--- config.mk ---
export PLATFORM = sky130hd
export DESIGN_NAME = pwm16_instr
export DESIGN_NICKNAME = d
export VERILOG_FILES = /design/src/rtl/pwm_instr_pkg.sv /design/src/rtl/pwm_instr_decode.sv /design/src/rtl/pwm_dp_slice.sv /design/src/rtl/pwm16_instr.sv
export SDC_FILE = /design/constraint.sdc
export NUM_CORES = 1
export LEC_CHECK = 0
export ABC_AREA = 1
export ABC_CLOCK_PERIOD_IN_PS = 2100
export BUFFER_PORTS_ARGS = -buffer_cell sky130_fd_sc_hd__buf_2
export CORE_MARGIN = 2
export CORE_UTILIZATION = 30
export DETAILED_ROUTE_END_ITERATION = 8
export GPL_ROUTABILITY_DRIVEN = 0
export PLACE_DENSITY = 0.57
export SLEW_MARGIN = 20
export SYNTH_ARGS = -nofsm -noshare
export SYNTH_HDL_FRONTEND = slang
export SYNTH_SLANG_ARGS = --single-unit
--- constraint.sdc ---
create_clock -name clk -period 2.1 [get_ports clk]
set_input_delay 0.315 -clock clk [delete_from_list [all_inputs] [get_ports clk]]
set_output_delay 0.315 -clock clk [all_outputs]
set_load 0.02 [all_outputs]
--- src/rtl/pwm_instr_pkg.sv ---
package pwm_instr_pkg;

  typedef enum logic [1:0] {
    OP_HOLD_A = 2'b00,
    OP_HOLD_B = 2'b01,
    OP_INC    = 2'b10,
    OP_CLR    = 2'b11
  } dp_op_e;

  // Operation code: enable bit above the terminal-count compare
  function automatic dp_op_e op_from_bits(input logic enable, input logic at_top);
    return dp_op_e'({enable, at_top});
  endfunction

endpackage

--- src/rtl/pwm_instr_decode.sv ---
module pwm_instr_decode
  import pwm_instr_pkg::*;
(
  input  logic   run_en,
  input  logic   at_top,
  output dp_op_e op
);
  always_comb op = op_from_bits(run_en, at_top);
endmodule

--- src/rtl/pwm_dp_slice.sv ---
module pwm_dp_slice
  import pwm_instr_pkg::*;
#(
  parameter int SW = 8
) (
  input  logic          clk,
  input  logic          rst_n,
  input  dp_op_e        op,
  input  logic          ld_lim,
  input  logic [SW-1:0] lim_in,
  input  logic          ld_per,
  input  logic [SW-1:0] per_in,
  input  logic          ci,
  input  logic          eq_in,
  input  logic          lt_in,
  output logic [SW-1:0] acc_q,
  output logic          co,
  output logic          eq_out,
  output logic          lt_out
);
  logic [SW-1:0] lim_q, per_q, sum, acc_d;

  // Byte add with chained carry
  function automatic logic [SW:0] add_carry(input logic [SW-1:0] a, input logic c);
    return {1'b0, a} + {{SW{1'b0}}, c};
  endfunction

  // Chained less-than: this byte decides unless equal, then lower byte decides
  function automatic logic lt_chain(input logic [SW-1:0] a, input logic [SW-1:0] b,
                                    input logic lower);
    return (a < b) | ((a == b) & lower);
  endfunction

  always_comb begin
    {co, sum} = add_carry(acc_q, ci);
    unique case (op)
      OP_INC:  acc_d = sum;
      OP_CLR:  acc_d = acc_q ^ acc_q;
      default: acc_d = acc_q;
    endcase
  end

  assign eq_out = eq_in & (acc_q == per_q);
  assign lt_out = lt_chain(acc_q, lim_q, lt_in);

  always_ff @(posedge clk) begin
    if (!rst_n) begin
      acc_q <= '0;
      lim_q <= '0;
      per_q <= '0;
    end else begin
      acc_q <= acc_d;
      if (ld_lim) lim_q <= lim_in;
      if (ld_per) per_q <= per_in;
    end
  end
endmodule

--- src/rtl/pwm16_instr.sv ---
module pwm16_instr
  import pwm_instr_pkg::*;
#(
  parameter int SLICE_W    = 8,
  parameter int NUM_SLICES = 2
) (
  input  logic                          clk,
  input  logic                          rst_n,
  input  logic                          run_en,
  input  logic                          lim_wr,
  input  logic [SLICE_W*NUM_SLICES-1:0] lim_din,
  input  logic                          per_wr,
  input  logic [SLICE_W*NUM_SLICES-1:0] per_din,
  output logic                          pwm
);
  localparam int DW = SLICE_W * NUM_SLICES;

  dp_op_e          op;
  logic [DW-1:0]   acc;
  logic [NUM_SLICES:0] carry, eq_ch, lt_ch;
  logic            at_top;   // counter == period
  logic            below;    // counter < limit
  logic            pwm_q;

  assign carry[0] = 1'b1;
  assign eq_ch[0] = 1'b1;
  assign lt_ch[0] = 1'b0;

  pwm_instr_decode u_dec (
    .run_en (run_en),
    .at_top (at_top),
    .op     (op)
  );

  for (genvar i = 0; i < NUM_SLICES; i++) begin : g_slice
    pwm_dp_slice #(.SW(SLICE_W)) u_slice (
      .clk    (clk),
      .rst_n  (rst_n),
      .op     (op),
      .ld_lim (lim_wr),
      .lim_in (lim_din[i*SLICE_W +: SLICE_W]),
      .ld_per (per_wr),
      .per_in (per_din[i*SLICE_W +: SLICE_W]),
      .ci     (carry[i]),
      .eq_in  (eq_ch[i]),
      .lt_in  (lt_ch[i]),
      .acc_q  (acc[i*SLICE_W +: SLICE_W]),
      .co     (carry[i+1]),
      .eq_out (eq_ch[i+1]),
      .lt_out (lt_ch[i+1])
    );
  end

  assign at_top = eq_ch[NUM_SLICES];
  assign below  = lt_ch[NUM_SLICES];

  always_ff @(posedge clk) begin
    if (!rst_n) pwm_q <= 1'b0;
    else        pwm_q <= below;
  end

  assign pwm = pwm_q;
endmodule

==> flow_summary_export.csv <==
group,metric,value,unit
floorplan,die_w,98.03,µm
clocking,tritoncts,"built",
floorplan,start_util,0.3072,
global_route,track_usage,0.1339,
power,power.internal,1383,µW
sta,fmax,526.5,MHz
synth,syn_avg_cell_area,6.854,µm²
routing,drtAntennaViolNets,0,
layout,insertedDiodeCount,0,
floorplan,row_count,34,
floorplan,dieArea,0.009610,mm²
synth,synth_fp_nets,442,
power,clock_power_share,0.323,
critical_path,critical_path_class,"reg2reg",
sta,hold_viol_final,0,
synth,synth_flop_cell,"dfxtp_1",
layout,seqCellArea,982.2,µm²
power,switching_share,0.2617,
synth,synth_cell_types,26,
layout,multi_input_area,0.001351,mm²
synth,synth_warnings,0,
clocking,postCtsHoldBufs,0,
synth,yosysMostFrequentCell,"nand2_1",
synth,synthArstFlopShare,0,
run,drv_cap,0,
synth,synthTopCellsByArea,"dfxtp_1 37%, nand2_1 11%, inv_1 9.5%",
clocking,clk_pin_slew,0.09,ns
sta,slew_violations,0,
layout,drive_above_1_share,0.1542,
hold_path,min_path_type,"in2reg",
routing,drt_first_iter_violations,141,
routing,firstDrtPassIters,4,
synth,syn-cell-area,0.002653,mm²
outcome,outcome,"complete, no violations",
sta,min_period_over_period,0.9045,
clocking,clkLatencyLatePin,0.30,ns
synth,ys_top_cells_by_count,"76 x nand2_1, 67 x inv_1, 49 x dfxtp_1, 42 x a21oi_1, 41 x o21ai_0",
critical_path,required,2.33,ns
sta,setup_viol,0,
place,portBuffers,37,
clocking,htree_levels,2,
power,power_density,607.8,mW/mm²
power,leakage,0.001499,µW
critical_path,end_kind,"register",
synth,ys_seq_area_frac,0.3698,
critical_path,cp_max_fo,4,
layout,areaGrowthSynthToFinish,16.18,%
routing,wl,6.320,mm
floorplan,core,0.008636,mm²
clocking,clk_path_buf_depth,2,
critical_path,arrival,2.13,ns
sta,slew_headroom,0.6540,
routing,vias,2417,
sta,fin_tns_setup,0,ns
power,pwr-share-comb,0.144,
global_route,grt_pass1_wl,10.57,mm
floorplan,ios,38,
layout,layout.nets,482,
floorplan,die_h,98.03,µm
sta,rsz0062_at_grt,"no",
routing,drc,0,
synth,yosysTopAreaCell,"dfxtp_1",
power,ir_drop,0.2389,mV
power,p_sw,490.2,µW
critical_path,cp-start-kind,"register",
clocking,post_cts_buffers,0,
clocking,cts_root_buf,"clkbuf_8",
global_route,grt_pass1_vias,2290,
place,hpwl,4.934,mm
sta,worst_pin_slew,0.5190,ns
routing,wl_per_cell,11.79,µm
clocking,numCtsBuffers,5,
synth,ys_ff_latch,49,
global_route,global_route.overflow_total,0,
synth,synthCells,387,
place,dpl_cell_area,0.002973,mm²
routing,vias_per_cell,4.509,
synth,synth_edf_count,0,
layout,fin_area,0.003082,mm²
global_route,grt_max_degree,31,
global_route,antenna_found_initial,0,
sta,period_minus_slack,1.899,ns
synth,synth_top_area_frac,0.3698,
clocking,cts_sinks,49,
power,pwr-share-seq,0.532,
layout,nFillCells,970,
sta,skew,0.007986,ns
==> path summary, 6_finish.rpt <==
| kind | to | slack (ns) | start | cells past startpoint |
|---|---|---|---|---|
| min reg2reg | g_slice[0].u_slice.lim_q[0] | 0.46 | g_slice[0].u_slice.lim_q[0] | 2 |
| max reg2reg | g_slice[1].u_slice.acc_q[6] | 0.20 | g_slice[0].u_slice.acc_q[0] | 12 |
| min | g_slice[1].u_slice.lim_q[0] | 0.24 | lim_din[8] | 3 |
| max | g_slice[1].u_slice.acc_q[6] | 0.20 | g_slice[0].u_slice.acc_q[0] | 12 |
==> cell type report <==
class	instances	share of cell area
Clock buffer	7	0.03126
Clock inverter	1	0.001624
Inverter	71	0.08648
Multi-Input combinational cell	255	0.4385
Sequential cell	49	0.3187
Tap cell	108	0.04385
Timing Repair Buffer	45	0.07958
==> cells in the final DEF (no fill, tap or decap), drive strengths merged, types with 2 or more instances in the layout <==
cell type and n:
nand2 78, inv 71, dfxtp 49, buf 45
a21oi 43, o21ai 41, nor2 38, ha 18
nand3 12, nand4 9, clkbuf 7, xor2 5
nor3 4, nand3b 2, nor4 2
==> sequential cells by signal, indices dropped and copies added, names as in the netlist <==
register               flops
g_slice.u_slice.lim_q     16
pwm                        1
g_slice.u_slice.acc_q     16
g_slice.u_slice.per_q     16
==> logic make-up (layout without fill, tap and decap cells) <==
group                      count (synthesis)  after routing  synth area share
and+or+nand+nor                          145            145            0.2368
AOI/OAI and AO/OA                         86             86            0.1656
xor gates and xnor gates                   6              6           0.01981
buffers and inverters                     83            124            0.1231
adders and majority gates                 18             18           0.08491
DFF                                       49             49            0.3698
==> stage by stage <==
stage / hold WS (ns) / worst slack [ns] / util / std cells / total power [µW]
after floorplan: 0.4288 / 0.2802 / - / 387 / 1200
after global placement: 0.4459 / 0.2145 / 0.3442 / 528 / 1289
after detailed placement: 0.4557 / 0.1389 / 0.3442 / 528 / 1292
after CTS: 0.2261 / 0.1109 / 0.3560 / 536 / 1910
after global routing: 0.2539 / 0.07593 / 0.3569 / 536 / 1993
final: 0.2355 / 0.2006 / 0.3569 / 536 / 1873
==> routing by layer <==
layer,wire (µm),up-vias,share of wire,global-route usage
li1,-,1317,-,-
met1,3307,1064,0.52,0.1812
met2,2747,32,0.43,0.2165
met3,218,4,0.034,0.03579
met4,46,0,0.0073,0.02564
met5,0,-,0,0
==> critical path: stages (launching register included) <==
cell and delay [ns]:
dfxtp_1 0.35, ha_1 0.17, nand3_1 0.10, nor4_2 0.16, buf_4 0.15, ha_1 0.13
nand2_1 0.06, nor2_1 0.13, nand3_1 0.14, nor2_1 0.11, nand2_1 0.08, xor2_1 0.15
nor2_1 0.10
==> power groups by stage <==
stage	Clock (µW)	Sequential, µW	Combinational (µW)
floorplan	0	1020	182
global placement	0	1020	271
detailed placement	0	1020	273
CTS	637	998	275
global route	674	1000	317
finish	605	997	270
==> repair_timing <==
| item | 4_1_cts | 5_1_grt |
|---|---|---|
| endpoints found under the hold margin | 0 | 0 |
| endpoints found under the setup margin | 0 | 2 |
| gates resized for setup | 0 | 2 |
Note: power is estimated with default switching activity, not from simulation.
